File: src/rtl/txsup_pkg.sv
package txsup_pkg;
  typedef enum logic [1:0] {
    MODE_NORM  = 2'b00,
    MODE_ONES  = 2'b01,
    MODE_DOWN  = 2'b10,
    MODE_NOREF = 2'b11
  } tx_mode_e;
endpackage

File: src/rtl/txsup_sync.sv
module txsup_sync #(
  parameter int W = 1
) (
  input  logic         clk,
  input  logic         rst_n,
  input  logic [W-1:0] d,
  output logic [W-1:0] q
);
  logic [W-1:0] meta_q;
  logic [W-1:0] stab_q;

  always_ff @(posedge clk or negedge rst_n) begin
    if (!rst_n) begin
      meta_q <= '0;
      stab_q <= '0;
    end else begin
      meta_q <= d;
      stab_q <= meta_q;
    end
  end

  assign q = stab_q;
endmodule

File: src/rtl/txsup_refsel.sv
module txsup_refsel (
  input  logic clk,
  input  logic rst_n,
  input  logic mclk_s,
  input  logic ch1_s,
  input  logic mclk_ok,
  input  logic ch1_ok,
  output logic ref_tick,
  output logic ref_valid
);
  logic mclk_prev_q, ch1_prev_q;
  logic mclk_rise, ch1_rise;

  always_comb begin
    mclk_rise = mclk_s & ~mclk_prev_q;
    ch1_rise  = ch1_s & ~ch1_prev_q;
    ref_valid = mclk_ok | ch1_ok;
    if (mclk_ok)     ref_tick = mclk_rise;
    else if (ch1_ok) ref_tick = ch1_rise;
    else             ref_tick = 1'b0;
  end

  always_ff @(posedge clk or negedge rst_n) begin
    if (!rst_n) begin
      mclk_prev_q <= 1'b0;
      ch1_prev_q  <= 1'b0;
    end else begin
      mclk_prev_q <= mclk_s;
      ch1_prev_q  <= ch1_s;
    end
  end
endmodule

File: src/rtl/txsup_chan.sv
module txsup_chan
  import txsup_pkg::*;
#(
  parameter int HI_LIM = 16,
  parameter int LO_LIM = 64
) (
  input  logic     clk,
  input  logic     rst_n,
  input  logic     tx_s,
  input  logic     ref_tick,
  input  logic     ref_valid,
  output tx_mode_e mode
);
  localparam int SAT = (LO_LIM > HI_LIM) ? LO_LIM : HI_LIM;
  localparam int CW  = $clog2(SAT + 1);

  logic          prev_q;
  logic [CW-1:0] cnt_q, cnt_d;
  tx_mode_e      mode_q, mode_d;
  logic          edge_seen;
  logic          cnt_en;

  always_comb begin
    edge_seen = tx_s ^ prev_q;
    cnt_en    = ref_tick && (cnt_q < CW'(SAT));
    cnt_d     = cnt_q;
    if (edge_seen)   cnt_d = '0;
    else if (cnt_en) cnt_d = cnt_q + 1'b1;

    if (!ref_valid)                          mode_d = MODE_NOREF;
    else if (edge_seen)                      mode_d = MODE_NORM;
    else if (tx_s && cnt_q >= CW'(HI_LIM))   mode_d = MODE_ONES;
    else if (!tx_s && cnt_q >= CW'(LO_LIM))  mode_d = MODE_DOWN;
    else                                     mode_d = MODE_NORM;
  end

  always_ff @(posedge clk or negedge rst_n) begin
    if (!rst_n) begin
      prev_q <= 1'b0;
      cnt_q  <= '0;
      mode_q <= MODE_NORM;
    end else begin
      prev_q <= tx_s;
      cnt_q  <= cnt_d;
      mode_q <= mode_d;
    end
  end

  assign mode = mode_q;
endmodule

File: src/rtl/txsup_top.sv
module txsup_top
  import txsup_pkg::*;
#(
  parameter int NCH    = 4,
  parameter int REF_CH = 1,
  parameter int HI_LIM = 16,
  parameter int LO_LIM = 64
) (
  input  logic             clk,
  input  logic             rst_n,
  input  logic             mclk_in,
  input  logic             mclk_ok,
  input  logic             ch1_ok,
  input  logic [NCH-1:0]   txclk,
  output logic [2*NCH-1:0] tx_mode,
  output logic [NCH-1:0]   ones_data,
  output logic [NCH-1:0]   ones_tick,
  output logic [NCH-1:0]   drv_oe
);
  localparam int SW = NCH + 1;

  logic          rst_meta_q, rst_q;
  logic [SW-1:0] raw_lv, syn_lv;
  logic          ref_tick, ref_valid;

  always_ff @(posedge clk or negedge rst_n) begin
    if (!rst_n) begin
      rst_meta_q <= 1'b0;
      rst_q      <= 1'b0;
    end else begin
      rst_meta_q <= 1'b1;
      rst_q      <= rst_meta_q;
    end
  end

  assign raw_lv = {mclk_in, txclk};

  txsup_sync #(.W(SW)) u_sync (
    .clk(clk), .rst_n(rst_q), .d(raw_lv), .q(syn_lv)
  );

  txsup_refsel u_ref (
    .clk(clk), .rst_n(rst_q),
    .mclk_s(syn_lv[NCH]), .ch1_s(syn_lv[REF_CH]),
    .mclk_ok(mclk_ok), .ch1_ok(ch1_ok),
    .ref_tick(ref_tick), .ref_valid(ref_valid)
  );

  for (genvar i = 0; i < NCH; i++) begin : g_ch
    tx_mode_e m;
    txsup_chan #(.HI_LIM(HI_LIM), .LO_LIM(LO_LIM)) u_chan (
      .clk(clk), .rst_n(rst_q), .tx_s(syn_lv[i]),
      .ref_tick(ref_tick), .ref_valid(ref_valid), .mode(m)
    );
    always_comb begin
      tx_mode[2*i +: 2] = m;
      ones_data[i]      = (m == MODE_ONES);
      ones_tick[i]      = (m == MODE_ONES) && ref_tick;
      drv_oe[i]         = (m == MODE_NORM) || (m == MODE_ONES);
    end
  end
endmodule

File: config.mk
export PLATFORM = sky130hd
export DESIGN_NAME = txsup_top
export DESIGN_NICKNAME = d
export VERILOG_FILES = /design/src/rtl/txsup_pkg.sv /design/src/rtl/txsup_sync.sv /design/src/rtl/txsup_refsel.sv /design/src/rtl/txsup_chan.sv /design/src/rtl/txsup_top.sv
export SDC_FILE = /design/constraint.sdc
export NUM_CORES = 1
export LEC_CHECK = 0
export ABC_CLOCK_PERIOD_IN_PS = 1700
export BUFFER_PORTS_ARGS = -buffer_cell sky130_fd_sc_hd__buf_2
export CORE_MARGIN = 2
export CORE_UTILIZATION = 45
export DETAILED_ROUTE_END_ITERATION = 10
export PLACE_DENSITY_LB_ADDON = 0.25
export RECOVER_POWER = 25
export SLEW_MARGIN = 20
export SYNTH_ARGS = -nofsm -noshare
export SYNTH_HDL_FRONTEND = slang
export SYNTH_SLANG_ARGS = --single-unit
File: constraint.sdc
create_clock -name clk -period 1.7 [get_ports clk]
set_input_delay 0.34 -clock clk [delete_from_list [all_inputs] [get_ports clk]]
set_output_delay 0.34 -clock clk [all_outputs]
set_load 0.005 [all_outputs]
==> impl_metrics.tcl, run 1 <==
set metrics [dict create \
    synthCells 214 \
    p_switching_w 0.000555 \
    path_max_fanout 4 \
    antenna_found_initial 0 \
    die_x_um 76.2 \
    powerDensity_nw_per_um2 806 \
    seq_area_frac_synth_pct 56.5 \
    worst_slew_pin_slew_ns 0.651 \
    die_h_um 76.2 \
    drive_gt1_share_pct 27.0 \
    io_pins 29 \
    cts_sinks 53 \
    coreArea_um2 5070 \
    ys_types 28 \
    whs_ns 0.140 \
    yosys_warnings 0 \
    worst_ep_arrival_time_ns 1.42 \
    dp_slack_ns 0.0710 \
    p_comb_share_pct 9.1 \
    drc 0 \
    portBuffers 28 \
    critPathKind "register to primary output" \
    p_leak_nw 1.29 \
    finalHoldViolCount 0 \
    nets 273 \
    yosys.area.top_type "dfrtp_1" \
    min_from "txclk[3]" \
    ant_nets 0 \
    timing.rr.end "g_ch[1].u_chan.cnt_q[5]" \
    violations "negative setup slack" \
    fin_crit_sh_pct 103 \
    initial_utilization_pct 46.3 \
    power.share.switching_pct 24.3 \
    crit_path_end_kind "primary output" \
    grt_max_degree 34 \
    synth_area_um2 2350 \
    grt_first_pass_wirelength_mm 7.39 \
    grtUsageTotal_pct 15.8 \
    first_pass_iters 4 \
    min_period_ns 1.76 \
    initialDrtViolationCount 111 \
    clkPwrFrac_pct 31.8 \
    cp-start-kind "register" \
    synth_top_area_share_pct 56.5 \
    reg2regPathDepth 7 \
    layout_setup_ws_ns -0.0588 \
    synth_edf_count 0 \
    h-tree-depth 2 \
    status "finished with violations" \
    maxSlewHeadroom_pct 56.4 \
    placement.cell_area_um2 2610 \
    worst_path_max_delay_cell "dfrtp_1" \
    grt_pass1_vias 1587 \
    r2r_slack_ns 0.06 \
    numCtsBuffers 5 \
    power.share.sequential_pct 59.2 \
    p_int_w 0.00173 \
    cap_violations 0 \
    avgViaCountPerCell 5.10 \
    finalSetupViolations 4 \
    hold_path.class "input pin to register" \
    syn_to_final_growth_pct 20.6 \
    gp_congestion 0.845 \
    rows 26 \
    cpMostUsedCell "buf_6" \
    synth_commonest_cells "53 x dfrtp_1, 20 x o21ai_0, 17 x nand2_1" \
    critPathBufInv 3 \
    drv_slew 0 \
    cp_slowest_stage_delay_ns 0.38 \
    synth_area_leaders "dfrtp_1 56%, ha_1 4.8%, o21ai_0 4.3%" \
    cp.required_ns 1.36 \
    reg2reg_from "g_ch[1].u_chan.prev_q" \
    irDropWorstVdd_mv 0.497 \
    clock-skew-final_ns 0.00746 \
    synth_most_common_cell "dfrtp_1" \
    min_path_cells 1 \
    ys_async_sr_fraction_pct 100 \
    vias 1663 \
    ys.flop_type "dfrtp_1" \
    place.detailed.hpwl_mm 2.95 \
    n_antenna_cell 0 \
    clk_latency_ns 0.30 \
    rsz0062_at_grt "yes" \
    overflow 0 \
    cp_cell_sequence "inv_2 -> ha_4 -> nand2_4 -> o21ai_4 -> buf_6 -> and2_4 -> buf_6" \
    yosys_register_bits 53 \
    path_clk_slew_ns 0.10 \
    synth_nets 232 \
    hold_end "u_sync.meta_q[3]" \
    wl_per_cell_um 13.2 \
    wl_mm 4.29 \
    cts_tree "built" \
    design_area_um2 2830 \
    fmax_mhz 569 \
    clock-root-buffer "clkbuf_8" \
    synth.avg_cell_area_um2 11.0 \
    dieArea_um2 5810 \
    path_delay_family "flip-flops" \
    cts_buffer_depth 2 \
]
## flip-flops by register name, summed over array words and instances (netlist names)
name and cells:
u_sync.meta_q 5, rst_meta_q 1, g_ch.u_chan.cnt_q 28, u_ref.mclk_prev_q 1, g_ch.u_chan.mode 8, u_sync.q 5, g_ch.u_chan.prev_q 4, rst_q 1
## layer usage
layer / part of all wire [%] / track usage [%] / up-vias / routed length, um
met5: 0 / 0 / - / 0
met4: 1.3 / 5.27 / 0 / 57
met3: 3.5 / 4.15 / 6 / 152
met2: 46 / 24.9 / 34 / 2000
met1: 49 / 21.5 / 804 / 2090
li1: - / - / 819 / -
## what timing repair did
action,4_1_cts,5_1_grt
hold endpoints to repair,2,0
setup buffers,2,1
setup endpoints to repair,4,19
resized for setup,5,20
pin swaps,5,6
hold buffers,1,0
## how the worst max path moves through the flow
stage | startpoint | end | depth (start not counted)
final | g_ch[1].u_chan.prev_q | ones_tick[0] | 7
after global routing | g_ch[1].u_chan.prev_q | ones_tick[0] | 7
after CTS | g_ch[1].u_chan.prev_q | ones_tick[0] | 7
after detailed placement | g_ch[1].u_chan.prev_q | g_ch[1].u_chan.cnt_q[5] | 6
after global placement | g_ch[1].u_chan.prev_q | g_ch[1].u_chan.cnt_q[5] | 6
after floorplan | rst_q | g_ch[0].u_chan.cnt_q[0] | 0
## layout by cell type (no fill, tap or decap), types with 2 or more instances in the layout
cell type,n
nor2_1,12
nor2_4,3
a21oi_1,8
inv_1,12
buf_6,4
nand3_1,9
buf_4,4
and4bb_2,7
or3_4,2
xor2_1,6
o311ai_0,4
o21ai_1,2
clkbuf_8,6
a41oi_1,4
buf_2,25
ha_1,8
or3_1,8
and3_1,4
xnor2_1,7
nand2_1,16
o21ai_0,18
and2_4,2
a21oi_2,4
nor2b_1,5
and2_1,6
dfrtp_1,52
## power by group through the flow
stage               Sequential, W  Clock (W)  Combinational (W)
detailed placement        0.00138          0           0.000183
global route              0.00136   0.000809           0.000234
finish                    0.00135   0.000725           0.000207
CTS                       0.00135   0.000759           0.000195
floorplan                 0.00138          0           0.000102
global placement          0.00137          0           0.000181
## layout make-up
type	count	area, um^2
Clock buffer	6	82.6
Multi-Input combinational cell	146	1040
Tap cell	70	87.6
Timing Repair Buffer	36	234
Fill cell	453	2240
Sequential cell	53	1330
Clock inverter	2	13.8
Inverter	13	48.8
## kinds of logic after synthesis
kind of cell,after synthesis,share of synthesized area [%]
AO/OA/AOI/OAI,44,11.3
AND/OR/NAND/NOR,79,19.7
buffers and inverters,15,2.72
other,1,0.160
adder cells (fa/ha/maj),9,4.79
flip-flops,53,56.5
XOR/XNOR,13,4.85
## metrics by stage
| stage | setup TNS, ns | util, % | power [W] | cells |
|---|---|---|---|---|
| after global placement | 0 | 51.3 | 0.00155 | 314 |
| after global routing | -0.586 | 55.8 | 0.00240 | 326 |
| after detailed placement | 0 | 51.3 | 0.00156 | 314 |
| after floorplan | 0 | - | 0.00148 | 214 |
| after CTS | -0.515 | 54.0 | 0.00230 | 325 |
| final | -0.189 | 55.8 | 0.00228 | 326 |
Power figures use the tool's default switching activity.
==> inputs of run 2 (changes only) <==
Settings changed: SKIP_LAST_GASP from default to 1.
==> impl_metrics.tcl, run 2 (same netlist as run 1, synthesis figures left out) <==
set metrics [dict create \
    h-tree-depth 2 \
    n_antenna_cell 0 \
    clock-root-buffer "clkbuf_8" \
    vias 1678 \
    cp.required_ns 1.36 \
    cts_tree "built" \
    overflow 0 \
    stdcell_count 327 \
    clk_latency_ns 0.31 \
    maxSlewHeadroom_pct 56.5 \
    die_h_um 76.2 \
    min_period_ns 1.76 \
    coreArea_um2 5070 \
    avgViaCountPerCell 5.13 \
    top_register "g_ch.u_chan.cnt_q" \
    nets 274 \
    cap_violations 0 \
    path_delay_family "flip-flops" \
    cts_sinks 53 \
    worst_path_max_delay_cell "dfrtp_1" \
    cp_slowest_stage_delay_ns 0.38 \
    critPathBufInv 3 \
    cp_cell_sequence "inv_2 -> ha_4 -> nand2_4 -> o21ai_4 -> buf_6 -> and2_4 -> buf_6" \
    layout_setup_ws_ns -0.0618 \
    grt_first_pass_wirelength_mm 7.39 \
    p_total_w 0.00229 \
    initialDrtViolationCount 95 \
    portBuffers 28 \
    layout_commonest_cell "dfrtp_1" \
    dpl.cell_count 314 \
    dp_slack_ns 0.0710 \
    initial_utilization_pct 46.3 \
    rows 26 \
    fmax_mhz 568 \
    wl_mm 4.33 \
    cpMostUsedCell "buf_6" \
    syn_to_final_growth_pct 21.3 \
    drive_gt1_share_pct 26.8 \
    violations "negative setup slack" \
    hold_path.class "input pin to register" \
    irDropWorstVdd_mv 0.497 \
    drv_slew 0 \
    grtUsageTotal_pct 15.8 \
    worst_ep_arrival_time_ns 1.42 \
    die_x_um 76.2 \
    place.detailed.hpwl_mm 2.95 \
    fin_util_pct 56.1 \
    n_fill_cell 450 \
    largest_reg_flops 28 \
    gp_congestion 0.845 \
    dieArea_um2 5810 \
    drc 0 \
    status "finished with violations" \
    antenna_found_initial 0 \
    wl_per_cell_um 13.2 \
    p_leak_nw 1.29 \
    crit_path_end_kind "primary output" \
    rsz0062_at_grt "yes" \
    final_cell_mix "52 x dfrtp_1, 25 x buf_2, 19 x o21ai_0" \
    grt_max_degree 34 \
    path_clk_slew_ns 0.10 \
    finalSetupViolations 5 \
    cts_buffer_depth 2 \
    grt_pass1_vias 1587 \
    ant_nets 0 \
    finalHoldViolCount 0 \
    worst_slew_pin_slew_ns 0.651 \
    clock-skew-final_ns 0.00796 \
    powerDensity_nw_per_um2 803 \
    fin_crit_sh_pct 104 \
    io_pins 29 \
    numCtsBuffers 5 \
    path_max_fanout 4 \
    first_pass_iters 4 \
    critPathKind "register to primary output" \
    cp-start-kind "register" \
]
==> run 2: changes by cell type in the layout (fill, tap and decap cells not counted) <==
| cell | change |
|---|---|
| buf_4 | +1 |
| o2111ai_4 | +1 |
| o2111ai_2 | -1 |
| o21ai_0 | +1 |
| nor2_2 | -1 |
| nor2_1 | +1 |
| o21ai_1 | -1 |
==> run 2: worst register-to-register path: cells and delay by family (launching register included) <==
family | cells | cell delay (ns)
AOI/OAI and AO/OA | 1 | 0.21
xor gates and xnor gates | 1 | 0.09
adders and majority gates | 1 | 0.19
buffers and inverters | 2 | 0.29
DFF | 1 | 0.42
and+or+nand+nor | 2 | 0.42
==> run 2: layout make-up <==
class	count	area [um^2]	area share (%)
clock buffers	6	82.6	2.90
flip-flops and latches	53	1330	46.6
inverters	13	48.8	1.71
multi-input cells	146	1050	36.7
clock inverters	2	13.8	0.483
repair buffers	37	241	8.48
well taps	70	87.6	3.08
==> run 2: path summary, 6_finish.rpt <==
kind / startpoint / endpoint / slack, ns / cells past startpoint
worst min register to register: rst_q / g_ch[3].u_chan.mode[1] / 0.20 / 0
worst min-delay path: txclk[3] / u_sync.meta_q[3] / 0.14 / 1
max in group asynchronous: rst_q / u_sync.q[1] / 0.98 / 1
min in group asynchronous: rst_q / g_ch[3].u_chan.mode[1] / 0.20 / 0
worst max register to register: u_sync.q[1] / g_ch[1].u_chan.cnt_q[2] / -0.01 / 7
worst max-delay path: g_ch[1].u_chan.prev_q / ones_tick[0] / -0.06 / 7
==> run 2: stage by stage <==
step	hold slack (ns)	cell area, um^2	TNS [ns]
final	0.137	2850	-0.207
after global routing	0.120	2850	-0.777
after CTS	0.128	2740	-0.544
after detailed placement	0.132	2610	0
after global placement	0.126	2610	0
after floorplan	0.0444	2350	0
==> run 2: power by group <==
group	internal (W)	total, W	switching [W]
clock	0.000330	0.000728	0.000398
sequential	0.00130	0.00135	0.0000475
combinational	0.0000925	0.000207	0.000114
total	0.00173	0.00229	0.000560
==> run 2: per-layer routing <==
metal,vias to the layer above,share of wire [%],track usage [%]
li1,826,-,-
met1,811,48,21.5
met3,5,3.7,4.15
met5,-,0,0
met2,36,47,24.9
met4,0,1.3,5.27
==> run 2: what timing repair did <==
item,in CTS,in global routing
hold buffers,1,0
pin swaps,3,8
endpoints found under the hold margin,2,0
setup endpoints to repair,4,19
resized for setup,5,19
buffers inserted,2,2
